--- src/rtl/irq_edge_pkg.sv ---
package irq_edge_pkg;
    localparam int PIN_W  = 32;
    localparam int GRP_W  = 16;
    localparam int ADDR_W = 8;
    localparam int NUM_GRP = PIN_W / GRP_W;

    // Offsets: edge and status registers keep their fixed bank positions
    localparam logic [ADDR_W-1:0] OFS_GRP_EN   = 8'h08;
    localparam logic [ADDR_W-1:0] OFS_RISE_SET = 8'h14;
    localparam logic [ADDR_W-1:0] OFS_RISE_CLR = 8'h18;
    localparam logic [ADDR_W-1:0] OFS_FALL_SET = 8'h1C;
    localparam logic [ADDR_W-1:0] OFS_FALL_CLR = 8'h20;
    localparam logic [ADDR_W-1:0] OFS_STATUS   = 8'h24;

    typedef struct packed {
        logic rise_set;
        logic rise_clr;
        logic fall_set;
        logic fall_clr;
        logic stat_clr;
        logic grp_wr;
    } wr_strobe_t;
endpackage

--- src/rtl/irq_edge_detect.sv ---
module irq_edge_detect #(
    parameter int W = 32
) (
    input  logic         clk,
    input  logic         rst_n,
    input  logic [W-1:0] pin,
    input  logic [W-1:0] rise_en,
    input  logic [W-1:0] fall_en,
    output logic [W-1:0] evt
);
    logic [W-1:0] prev_q;

    always_ff @(posedge clk or negedge rst_n) begin
        if (!rst_n) prev_q <= '0;
        else        prev_q <= pin;
    end

    always_comb begin
        evt = (pin & ~prev_q & rise_en) | (~pin & prev_q & fall_en);
    end
endmodule

--- src/rtl/irq_edge_mask.sv ---
module irq_edge_mask #(
    parameter int W = 32
) (
    input  logic         clk,
    input  logic         rst_n,
    input  logic         set_stb,
    input  logic         clr_stb,
    input  logic [W-1:0] wdata,
    output logic [W-1:0] mask
);
    logic [W-1:0] set_bits;
    logic [W-1:0] clr_bits;

    always_comb begin
        set_bits = set_stb ? wdata : '0;
        clr_bits = clr_stb ? wdata : '0;
    end

    always_ff @(posedge clk or negedge rst_n) begin
        if (!rst_n) mask <= '0;
        else        mask <= (mask | set_bits) & ~clr_bits;
    end
endmodule

--- src/rtl/irq_edge_status.sv ---
module irq_edge_status #(
    parameter int W = 32
) (
    input  logic         clk,
    input  logic         rst_n,
    input  logic [W-1:0] evt,
    input  logic         clr_stb,
    input  logic [W-1:0] wdata,
    output logic [W-1:0] stat
);
    logic [W-1:0] clr_bits;

    always_comb clr_bits = clr_stb ? wdata : '0;

    // a fresh event overrides a simultaneous clear
    always_ff @(posedge clk or negedge rst_n) begin
        if (!rst_n) stat <= '0;
        else        stat <= (stat & ~clr_bits) | evt;
    end
endmodule

--- src/rtl/irq_edge_group.sv ---
module irq_edge_group #(
    parameter int PIN_W = 32,
    parameter int GRP_W = 16,
    localparam int NUM_GRP = PIN_W / GRP_W
) (
    input  logic [PIN_W-1:0]   stat,
    input  logic [NUM_GRP-1:0] grp_en,
    output logic [NUM_GRP-1:0] irq
);
    for (genvar g = 0; g < NUM_GRP; g++) begin : g_grp
        assign irq[g] = grp_en[g] & (|stat[g*GRP_W +: GRP_W]);
    end
endmodule

--- src/rtl/irq_edge_bank.sv ---
module irq_edge_bank
    import irq_edge_pkg::*;
(
    input  logic              clk,
    input  logic              rst_n,
    input  logic [PIN_W-1:0]  pin_in,
    input  logic              bus_wr,
    input  logic [ADDR_W-1:0] bus_addr,
    input  logic [PIN_W-1:0]  bus_wdata,
    output logic [PIN_W-1:0]  bus_rdata,
    output logic [NUM_GRP-1:0] irq_grp
);
    wr_strobe_t         stb;
    logic [PIN_W-1:0]   rise_mask;
    logic [PIN_W-1:0]   fall_mask;
    logic [PIN_W-1:0]   evt_vec;
    logic [PIN_W-1:0]   stat_vec;
    logic [NUM_GRP-1:0] grp_en_q;

    always_comb begin
        stb = '0;
        if (bus_wr) begin
            case (bus_addr)
                OFS_RISE_SET: stb.rise_set = 1'b1;
                OFS_RISE_CLR: stb.rise_clr = 1'b1;
                OFS_FALL_SET: stb.fall_set = 1'b1;
                OFS_FALL_CLR: stb.fall_clr = 1'b1;
                OFS_STATUS:   stb.stat_clr = 1'b1;
                OFS_GRP_EN:   stb.grp_wr   = 1'b1;
                default: ;
            endcase
        end
    end

    irq_edge_mask #(.W(PIN_W)) rise_i (
        .clk(clk), .rst_n(rst_n), .set_stb(stb.rise_set), .clr_stb(stb.rise_clr),
        .wdata(bus_wdata), .mask(rise_mask)
    );

    irq_edge_mask #(.W(PIN_W)) fall_i (
        .clk(clk), .rst_n(rst_n), .set_stb(stb.fall_set), .clr_stb(stb.fall_clr),
        .wdata(bus_wdata), .mask(fall_mask)
    );

    irq_edge_detect #(.W(PIN_W)) det_i (
        .clk(clk), .rst_n(rst_n), .pin(pin_in), .rise_en(rise_mask),
        .fall_en(fall_mask), .evt(evt_vec)
    );

    irq_edge_status #(.W(PIN_W)) stat_i (
        .clk(clk), .rst_n(rst_n), .evt(evt_vec), .clr_stb(stb.stat_clr),
        .wdata(bus_wdata), .stat(stat_vec)
    );

    always_ff @(posedge clk or negedge rst_n) begin
        if (!rst_n)          grp_en_q <= '0;
        else if (stb.grp_wr) grp_en_q <= bus_wdata[NUM_GRP-1:0];
    end

    irq_edge_group #(.PIN_W(PIN_W), .GRP_W(GRP_W)) grp_i (
        .stat(stat_vec), .grp_en(grp_en_q), .irq(irq_grp)
    );

    always_comb begin
        bus_rdata = '0;
        case (bus_addr)
            OFS_RISE_SET, OFS_RISE_CLR: bus_rdata = rise_mask;
            OFS_FALL_SET, OFS_FALL_CLR: bus_rdata = fall_mask;
            OFS_STATUS:                 bus_rdata = stat_vec;
            OFS_GRP_EN:                 bus_rdata[NUM_GRP-1:0] = grp_en_q;
            default: ;
        endcase
    end
endmodule

--- config.mk ---
export PLATFORM = sky130hd
export DESIGN_NAME = irq_edge_bank
export DESIGN_NICKNAME = d
export VERILOG_FILES = /design/src/rtl/irq_edge_pkg.sv /design/src/rtl/irq_edge_detect.sv /design/src/rtl/irq_edge_mask.sv /design/src/rtl/irq_edge_status.sv /design/src/rtl/irq_edge_group.sv /design/src/rtl/irq_edge_bank.sv
export SDC_FILE = /design/constraint.sdc
export NUM_CORES = 1
export LEC_CHECK = 0
export BUFFER_PORTS_ARGS = -buffer_cell sky130_fd_sc_hd__buf_2
export CORE_MARGIN = 3
export CORE_UTILIZATION = 48
export CTS_BUF_LIST = sky130_fd_sc_hd__clkbuf_8
export CTS_CLUSTER_SIZE = 25
export DETAILED_ROUTE_END_ITERATION = 16
export PLACE_DENSITY_LB_ADDON = 0.3
export SLEW_MARGIN = 20
export SYNTH_ARGS = -nofsm -noshare
export SYNTH_HDL_FRONTEND = slang
export SYNTH_SLANG_ARGS = --single-unit
export TNS_END_PERCENT = 5
--- constraint.sdc ---
create_clock -name clk -period 3.5 [get_ports clk]
set_input_delay 0.875 -clock clk [delete_from_list [all_inputs] [get_ports clk]]
set_output_delay 0.875 -clock clk [all_outputs]
set_load 0.05 [all_outputs]
==> out/qor_table.md, run 1 <==
| Step | Metric | Reported |
|---|---|---|
| timing | Share of the clock period used by the worst path after layout | 98.4% |
| setup path | Crit path launch type | primary input |
| detailed routing | Final ANT Viol Nets | 0 |
| setup path | Crit path buf inv count | 3 |
| setup path | Capturing element of the worst setup path | bus_rdata[15] |
| cells and area | Synth-to-layout area growth | 22.8% |
| power and ir drop | Final Power | 3490 uW |
| setup path | Cell family with the largest share of critical-path delay | simple AND/OR/NAND/NOR gates |
| floorplan | Die extent in y | 116 um |
| power and ir drop | P per Cell Area | 492 nW/um2 |
| grt | GRT overflow | 0 |
| clock network | Total of hold buffers inserted after clock tree synthesis | 0 |
| synthesis | Avg Inst Size Synth | 10.1 um2 |
| timing | Count of final max-slew check failures | 0 |
| cells and area | Ratio of cells with drive above 1 in the final layout | 24.3% |
| synthesis | Cell type contributing the most total cell area after synthesis | sky130_fd_sc_hd__dfrtp_1 |
| clock network | Post-CTS Setup Bufs | 0 |
| detailed routing | Drt drc | 0 |
| synthesis | Synthesized instance count | 575 |
| floorplan | Standard cell core area | 11600 um2 |
| floorplan | Horizontal extent of the die | 116 um |
| floorplan | Die Area | 13400 um2 |
| setup path | Required time of the critical path | 2620 ps |
| power and ir drop | Max IR drop VDD | 0.000325 V |
| synthesis | Number of distinct library cells after synthesis | 29 |
| clock network | Maximum level of the CTS H-tree | 4 |
| setup path | Critical path's largest stage delay | 580 ps |
| grt | Global Route Usage Sum | 24.5% |
| timing | Post-route clock skew | 8.39 ps |
| power and ir drop | Leakage Power | 0.00345 uW |
| cells and area | Register area | 3250 um2 |
| placed design | Final RePlAce weighted congestion | 0.808 |
| grt | Number of antenna violations at the first check in global routing | 1 |
| floorplan | Starting Density | 49.8% |
| setup path | Highest fanout seen on the critical path | 30 |
| min path | Tightest Hold Check Type | primary input to async pin |
| timing | Final critical-path required period | 3440 ps |
| synthesis | Synth top area cells | sky130_fd_sc_hd__dfrtp_1 (56%), sky130_fd_sc_hd__a21oi_1 (11%), sky130_fd_sc_hd__nand2_1 (8.1%), sky130_fd_sc_hd__a22oi_1 (4.4%), sky130_fd_sc_hd__nand3b_1 (4.4%) |
| clock network | Clock sink count | 130 |
| synthesis | Share of Yosys cell area claimed by the top area cell type | 56.3% |
| clock network | Clock transition at the registers of the reported paths | 70 ps |
| placed design | DP Area | 6620 um2 |
| setup path | Cell-by-cell listing of the critical path | buf_2 -> or4_4 -> nor4b_4 -> buf_12 -> a22oi_1 -> nand2_1 -> buf_4 |
| setup path | Crit. path cell count | 7 |
| timing | Total setup violations reported at the end of the flow | 0 |
| clock network | TritonCTS clock tree | yes |
| synthesis | Number of synthesis warnings | 0 |
| cells and area | Number of filler instances in the final layout | 972 |
| clock network | Clock tree root buffer cell | sky130_fd_sc_hd__clkbuf_8 |
| placed design | Port buffer count | 108 |
| setup path | FF-to-FF setup slack | 2630 ps |
| synthesis | Cell area after technology mapping | 5780 um2 |
| detailed routing | Vias per cell | 5.82 |
| synthesis | Register area share after synthesis | 56.3% |
| detailed routing | Post-detailed-routing wire length | 15600 um |
| setup path | Worst endpoint data arrival time | 2570 ps |
| grt | Wire length of the first global-routing pass | 25400 um |
| setup path | Worst setup path startpoint | bus_addr[1] |
| floorplan | Site Rows | 39 |
| cells and area | Final net count | 782 |
| synthesis | Nets in the synthesized netlist | 650 |
| setup path | Crit Path Class | primary input to primary output |
| cells and area | Final Cell Area | 7100 um2 |
| grt | Maximum number of pins on one net before global-route repair | 51 |
| cells and area | Finished Core Util | 61.1% |
| detailed routing | DR iter-0 viols | 419 |
| timing | Hold Violations, Final | 0 |
| clock network | Worst-skew pair later-pin latency | 440 ps |
| setup path | Worst-path cell with the longest stage delay | sky130_fd_sc_hd__or4_4 |
| clock network | Bufs on Longest Clock Path | 2 |
| timing | Slew @ Worst Pin | 589 ps |
| detailed routing | Total number of vias | 5026 |
| setup path | Register-to-Register Path Depth | 3 |
| timing | Worst relative slew slack | 60.8% |
| detailed routing | Drt first pass iters | 5 |
| placed design | Final HPWL DP | 10600 um |
| detailed routing | Average wire per cell in the routed design | 18.0 um |
| grt | Number of global-route vias before repair | 5172 |
| clock network | Clock buffer count from CTS | 17 |
| job | Max-Cap Viols | 0 |
| synthesis | Synthesis-stage register bit count | 130 |
| cells and area | Area taken by multi-input logic gates | 2350 um2 |
| floorplan | I/O pins | 109 |
| setup path | Endpoint class of the critical path | primary output |
| timing | Maximum clock rate | 290 MHz |
| timing | Setup repair after global routing missed its margin | yes |
| status | Outcome | completed |
| timing | Post-route setup TNS | 0 ps |
| setup path | Capture point of the worst reg-to-reg path | stat_i.stat[13] |
| setup path | Worst R2R Start | fall_i.mask[13] |
through the flow:
stage                     instances  hold WS, ps  worst slack (ps)
after CTS                       863          425              60.9
after global routing            863          446             -18.2
after global placement          831          484             -79.9
final                           864          432              55.8
after detailed placement        831          496             -96.5
after floorplan                 575          473             -29.4
cell usage in the layout, fill, tap and decap left out, types with 2 or more instances in the layout:
cell type and count:
sky130_fd_sc_hd__dfrtp_1 130, sky130_fd_sc_hd__a21oi_1 128, sky130_fd_sc_hd__nand2_1 125, sky130_fd_sc_hd__buf_2 79
sky130_fd_sc_hd__buf_4 50, sky130_fd_sc_hd__nand3b_1 34, sky130_fd_sc_hd__a22oi_1 34, sky130_fd_sc_hd__o21ai_0 32
sky130_fd_sc_hd__a21o_1 32, sky130_fd_sc_hd__clkbuf_8 22, sky130_fd_sc_hd__inv_1 10, sky130_fd_sc_hd__nor4_1 9
sky130_fd_sc_hd__buf_12 5, sky130_fd_sc_hd__nor3_4 4, sky130_fd_sc_hd__clkbuf_4 3, sky130_fd_sc_hd__nand2b_1 2
sky130_fd_sc_hd__nor4b_1 2, sky130_fd_sc_hd__a41oi_1 2, sky130_fd_sc_hd__mux2_2 2, sky130_fd_sc_hd__bufinv_16 2
how the worst min path moves through the flow:
stage	to
3_5_place_dp	stat_i.stat[16]
4_1_cts	fall_i.mask[29]
2_1_floorplan	stat_i.stat[12]
3_3_place_gp	stat_i.stat[30]
6_report	fall_i.mask[29]
5_1_grt	fall_i.mask[29]
routing by layer:
| metal | GRT usage (%) | vias up | share of wire (%) |
|---|---|---|---|
| li1 | - | 2348 | - |
| met1 | 29.5 | 2444 | 40 |
| met2 | 41.0 | 202 | 50 |
| met3 | 7.89 | 30 | 7.6 |
| met4 | 9.44 | 2 | 1.9 |
| met5 | 0 | - | 0.083 |
synthesized netlist by cell type:
library cell,n
sky130_fd_sc_hd__a22oi_1,34
sky130_fd_sc_hd__inv_1,3
sky130_fd_sc_hd__buf_6,7
sky130_fd_sc_hd__nand4b_1,1
sky130_fd_sc_hd__nand2_1,125
sky130_fd_sc_hd__nor4b_1,2
sky130_fd_sc_hd__o21ai_0,32
sky130_fd_sc_hd__nand3b_1,34
sky130_fd_sc_hd__buf_2,9
sky130_fd_sc_hd__o21ai_1,2
sky130_fd_sc_hd__mux2_2,2
sky130_fd_sc_hd__nand2b_1,2
sky130_fd_sc_hd__nor4_1,9
sky130_fd_sc_hd__a21oi_1,128
sky130_fd_sc_hd__a2111oi_4,1
sky130_fd_sc_hd__a21o_1,32
sky130_fd_sc_hd__or3b_1,1
sky130_fd_sc_hd__dfrtp_1,130
sky130_fd_sc_hd__buf_4,6
sky130_fd_sc_hd__or3_1,1
sky130_fd_sc_hd__nor3_4,3
sky130_fd_sc_hd__clkbuf_1,3
sky130_fd_sc_hd__nor4_4,1
sky130_fd_sc_hd__or4b_1,1
sky130_fd_sc_hd__nor4b_4,1
sky130_fd_sc_hd__nor3_2,1
sky130_fd_sc_hd__a41oi_1,2
sky130_fd_sc_hd__a21oi_2,1
sky130_fd_sc_hd__or4_1,1
state kept, by name, summed over array words and instances, names as in the netlist:
name          cells
rise_i.mask      32
stat_i.stat      32
fall_i.mask      32
det_i.prev_q     32
grp_en_q          2
cell type report:
type / instances / area share (%)
Antenna cell: 1 / 0.0352
Timing Repair Buffer: 138 / 12.7
Tap cell: 143 / 2.52
Sequential cell: 130 / 45.8
Inverter: 3 / 0.159
Multi-Input combinational cell: 417 / 33.1
Clock buffer: 22 / 4.27
Clock inverter: 10 / 1.32
worst register-to-register path, cell delays in order (launching register included):
cell,delay (ps)
sky130_fd_sc_hd__dfrtp_1,410
sky130_fd_sc_hd__nand3b_1,100
sky130_fd_sc_hd__o21ai_0,100
sky130_fd_sc_hd__a21o_1,160
kinds of logic (layout without fill, tap and decap cells):
logic type	Yosys count	in the layout	synth area share, %
compound gates	232	232	23.5
simple gates	183	183	16.5
flops	130	130	56.3
buf+inv	28	173	3.31
other cells	0	1	0
mux	2	2	0.389
what timing repair did:
action	4_1_cts	5_1_grt
pin swaps	0	0
endpoints found under the setup margin	32	6
gates resized for setup	27	3
gates cloned	0	0
power by group:
group          switching [uW]  internal (uW)
logic                     177            180
clock network             549            711
registers                 170           1710
No activity file was read; power rests on OpenSTA's default activity.
==> run 2: changes to the inputs <==
==> constraint.sdc (replaced) <==
create_clock -name clk -period 3.5 [get_ports clk]
set_input_delay 0.875 -clock clk [delete_from_list [all_inputs] [get_ports clk]]
set_output_delay 0.875 -clock clk [all_outputs]
set_load 0.1 [all_outputs]
==> out/qor_table.md, run 2 (synthesis results as in run 1) <==
| Step | Metric | Reported | Change |
|---|---|---|---|
| power and ir drop | Max IR drop VDD | 0.000277 V | -15% |
| clock network | Maximum level of the CTS H-tree | 4 | unchanged |
| cells and area | Final net count | 785 | +0.38% |
| power and ir drop | Portion of total power attributed to sequential cells | 56.5% | +2.8 points |
| detailed routing | Highest layer used for signal routing | met5 |  |
| cells and area | Number of filler instances in the final layout | 897 | -7.7% |
| timing | Final critical-path required period | 3500 ps | +59.8 ps |
| floorplan | Starting Density | 49.8% | unchanged |
| placed design | Total placed cells including tap cells | 827 | -0.48% |
| clock network | Clock buffer count from CTS | 17 | unchanged |
| setup path | FF-to-FF setup slack | 2620 ps | about the same |
| placed design | Final HPWL DP | 10700 um | +1.1% |
| placed design | Final RePlAce weighted congestion | 0.849 | +5.1% |
| detailed routing | Vias per cell | 5.86 | +0.66% |
| clock network | Worst-skew pair later-pin latency | 440 ps | about the same |
| floorplan | Standard cell core area | 11600 um2 | unchanged |
| setup path | Worst endpoint data arrival time | 2630 ps | +60 ps |
| setup path | Crit Path Class | primary input to primary output |  |
| detailed routing | Total number of vias | 5071 | +0.90% |
| floorplan | I/O pins | 109 | unchanged |
| power and ir drop | Combinational group share of total power | 11.4% | +1.2 points |
| cells and area | Cell Count, Final, Fillers Out | 866 | +0.23% |
| timing | Slew @ Worst Pin | 714 ps | +126 ps |
| cells and area | Synth-to-layout area growth | 31.8% |  |
| clock network | TritonCTS clock tree | yes |  |
| detailed routing | Met3 WL post-DR | 1190 um | +0.34% |
| setup path | Highest fanout seen on the critical path | 7 | -77% |
| setup path | Required time of the critical path | 2620 ps | about the same |
| detailed routing | Post-detailed-routing wire length | 16300 um | +4.5% |
| cells and area | Commonest non-fill, non-tap cell in the layout | sky130_fd_sc_hd__dfrtp_1 |  |
| setup path | Worst setup path startpoint | bus_addr[6] |  |
| setup path | Endpoint class of the critical path | primary output |  |
| status | Violated checks | setup timing |  |
| grt | Number of antenna violations at the first check in global routing | 1 | unchanged |
| setup path | Capture point of the worst reg-to-reg path | stat_i.stat[23] |  |
| clock network | Clock sink count | 130 | unchanged |
| clock network | Clock transition at the registers of the reported paths | 70 ps | about the same |
| min path | Tightest Hold Check Type | primary input to async pin |  |
| placed design | Port buffer count | 108 | unchanged |
| clock network | Bufs on Longest Clock Path | 2 | unchanged |
| floorplan | Die Area | 13400 um2 | unchanged |
| timing | Total setup violations reported at the end of the flow | 2 | +2 |
| detailed routing | Metal-1 WL | 6610 um | +4.8% |
| timing | Count of final max-slew check failures | 0 | unchanged |
| power and ir drop | Net switching component of the power | 923 uW | +3.1% |
| timing | Post-route clock skew | 9.92 ps | +1.53 ps |
| grt | GRT overflow | 0 | unchanged |
| grt | Maximum number of pins on one net before global-route repair | 57 | +12% |
| floorplan | Horizontal extent of the die | 116 um | unchanged |
| power and ir drop | Leakage Power | 0.00355 uW | +2.9% |
| setup path | Crit path buf inv count | 4 | +1 |
| floorplan | Site Rows | 39 | unchanged |
| detailed routing | DR iter-0 viols | 395 | -5.7% |
| timing | Final Worst Setup Slack | -4.00 ps | -59.8 ps |
| timing | Worst relative slew slack | 52.4% | -8.4 points |
| setup path | Cell family with the largest share of critical-path delay | simple AND/OR/NAND/NOR gates |  |
| power and ir drop | P per Cell Area | 438 nW/um2 | -11% |
| setup path | Register-to-Register Path Depth | 3 | unchanged |
| grt | Wire length of the first global-routing pass | 26200 um | +3.0% |
| clock network | Total of hold buffers inserted after clock tree synthesis | 0 | unchanged |
| setup path | Worst R2R Start | fall_i.mask[23] |  |
| timing | Hold Violations, Final | 0 | unchanged |
| clock network | Clock tree root buffer cell | sky130_fd_sc_hd__clkbuf_8 |  |
| job | Max-Cap Viols | 0 | unchanged |
| cells and area | Highest-count cells in the layout ignoring fill and taps | sky130_fd_sc_hd__dfrtp_1 (130), sky130_fd_sc_hd__a21oi_1 (128), sky130_fd_sc_hd__nand2_1 (116), sky130_fd_sc_hd__buf_2 (73), sky130_fd_sc_hd__buf_12 (36) |  |
| setup path | CP most frequent cell | sky130_fd_sc_hd__buf_6 |  |
| setup path | Worst-path cell with the longest stage delay | sky130_fd_sc_hd__or4_4 |  |
| detailed routing | Drt drc | 0 | unchanged |
| detailed routing | Final ANT Viol Nets | 0 | unchanged |
| setup path | Critical path's largest stage delay | 590 ps | about the same |
| detailed routing | Drt first pass iters | 6 | +1 |
| detailed routing | Routed wl met2 | 8220 um | +5.5% |
| power and ir drop | Clock network fraction of design power | 32.1% | -4.0 points |
| timing | Post-route setup TNS | -6.89 ps | -6.89 ps |
| cells and area | Ratio of cells with drive above 1 in the final layout | 27.4% | +3.1 points |
| timing | Setup repair after global routing missed its margin | yes |  |
| floorplan | Die extent in y | 116 um | unchanged |
| setup path | Cell-by-cell listing of the critical path | buf_6 -> or4_4 -> a2111oi_4 -> buf_6 -> buf_8 -> a22oi_1 -> nand2_1 -> buf_12 |  |
| power and ir drop | Cell-internal power | 2410 uW | -7.0% |
| cells and area | Diode count | 0 | -1 |
| grt | Number of global-route vias before repair | 5191 | +0.37% |
| timing | Maximum clock rate | 285 MHz | -1.7% |
| grt | Global Route Usage Sum | 25.4% | +0.95 points |
| detailed routing | Average wire per cell in the routed design | 18.8 um | +4.2% |
| status | Outcome | complete, but fails checks |  |
| power and ir drop | Switching share of total power | 27.7% | +2.0 points |
| timing | Share of the clock period used by the worst path after layout | 100% | +1.7 points |
| setup path | Crit path launch type | primary input |  |
[run 2: changes by cell type in the layout (fill, tap and decap cells not counted), sizes merged]
cell      change
bufinv        -2
clkinvlp      -1
diode         -1
clkbuf        -3
buf           +4
inv           -1
clkinv        +6
[run 2: per-stage QoR]
stage	total power [uW]	worst slack (ps)	cell area [um2]	util (%)	hold slack, ps
2_1_floorplan	2060	-475	5790	-	473
3_3_place_gp	2250	-48.9	7060	60.8	486
3_5_place_dp	2280	-24.3	7060	60.8	500
4_1_cts	3350	-36.8	7530	64.8	489
5_1_grt	3500	-60.8	7620	65.6	496
6_report	3340	-4.00	7620	65.6	471
[run 2: repair_timing]
item / in CTS / in global routing
setup buffers: 3 / 1
pin swaps: 31 / 7
resized for setup: 21 / 16
cloned: 2 / 3
setup endpoints to repair: 28 / 32
[run 2: layout make-up]
cell class	count	area [um2]	share of cell area (%)
Sequential cell	130	3250	42.7
Multi-Input combinational cell	417	2420	31.8
Timing Repair Buffer	141	1430	18.7
Clock buffer	20	275	3.61
Tap cell	143	179	2.35
Clock inverter	12	52.6	0.689
Inverter	3	11.3	0.148
[run 2: how the worst max path moves through the flow]
stage | end | cells after the start | slack [ps]
floorplan | bus_rdata[1] | 6 | -470
global placement | bus_rdata[8] | 8 | -50
CTS | bus_rdata[20] | 10 | -40
global route | bus_rdata[25] | 8 | -60
detailed placement | bus_rdata[15] | 8 | -20
finish | bus_rdata[15] | 8 | -4
[run 2: power groups by stage]
stage / logic, uW / registers [uW] / clock network [uW]
final: 380 / 1890 / 1070
after global routing: 422 / 1910 / 1170
after CTS: 383 / 1880 / 1090
after detailed placement: 376 / 1900 / 0
after global placement: 357 / 1890 / 0
after floorplan: 214 / 1850 / 0
[run 2: routing by layer]
layer | vias up | track usage, %
li1 | 2353 | -
met1 | 2480 | 32.0
met2 | 212 | 42.0
met3 | 24 | 7.83
met4 | 2 | 8.82
met5 | - | 0
[run 2: worst reg2reg max path, cell delays in order (launching register included)]
cell and delay (ps):
sky130_fd_sc_hd__dfrtp_1 400, sky130_fd_sc_hd__nand3b_1 90, sky130_fd_sc_hd__o21ai_0 110, sky130_fd_sc_hd__a21o_1 170
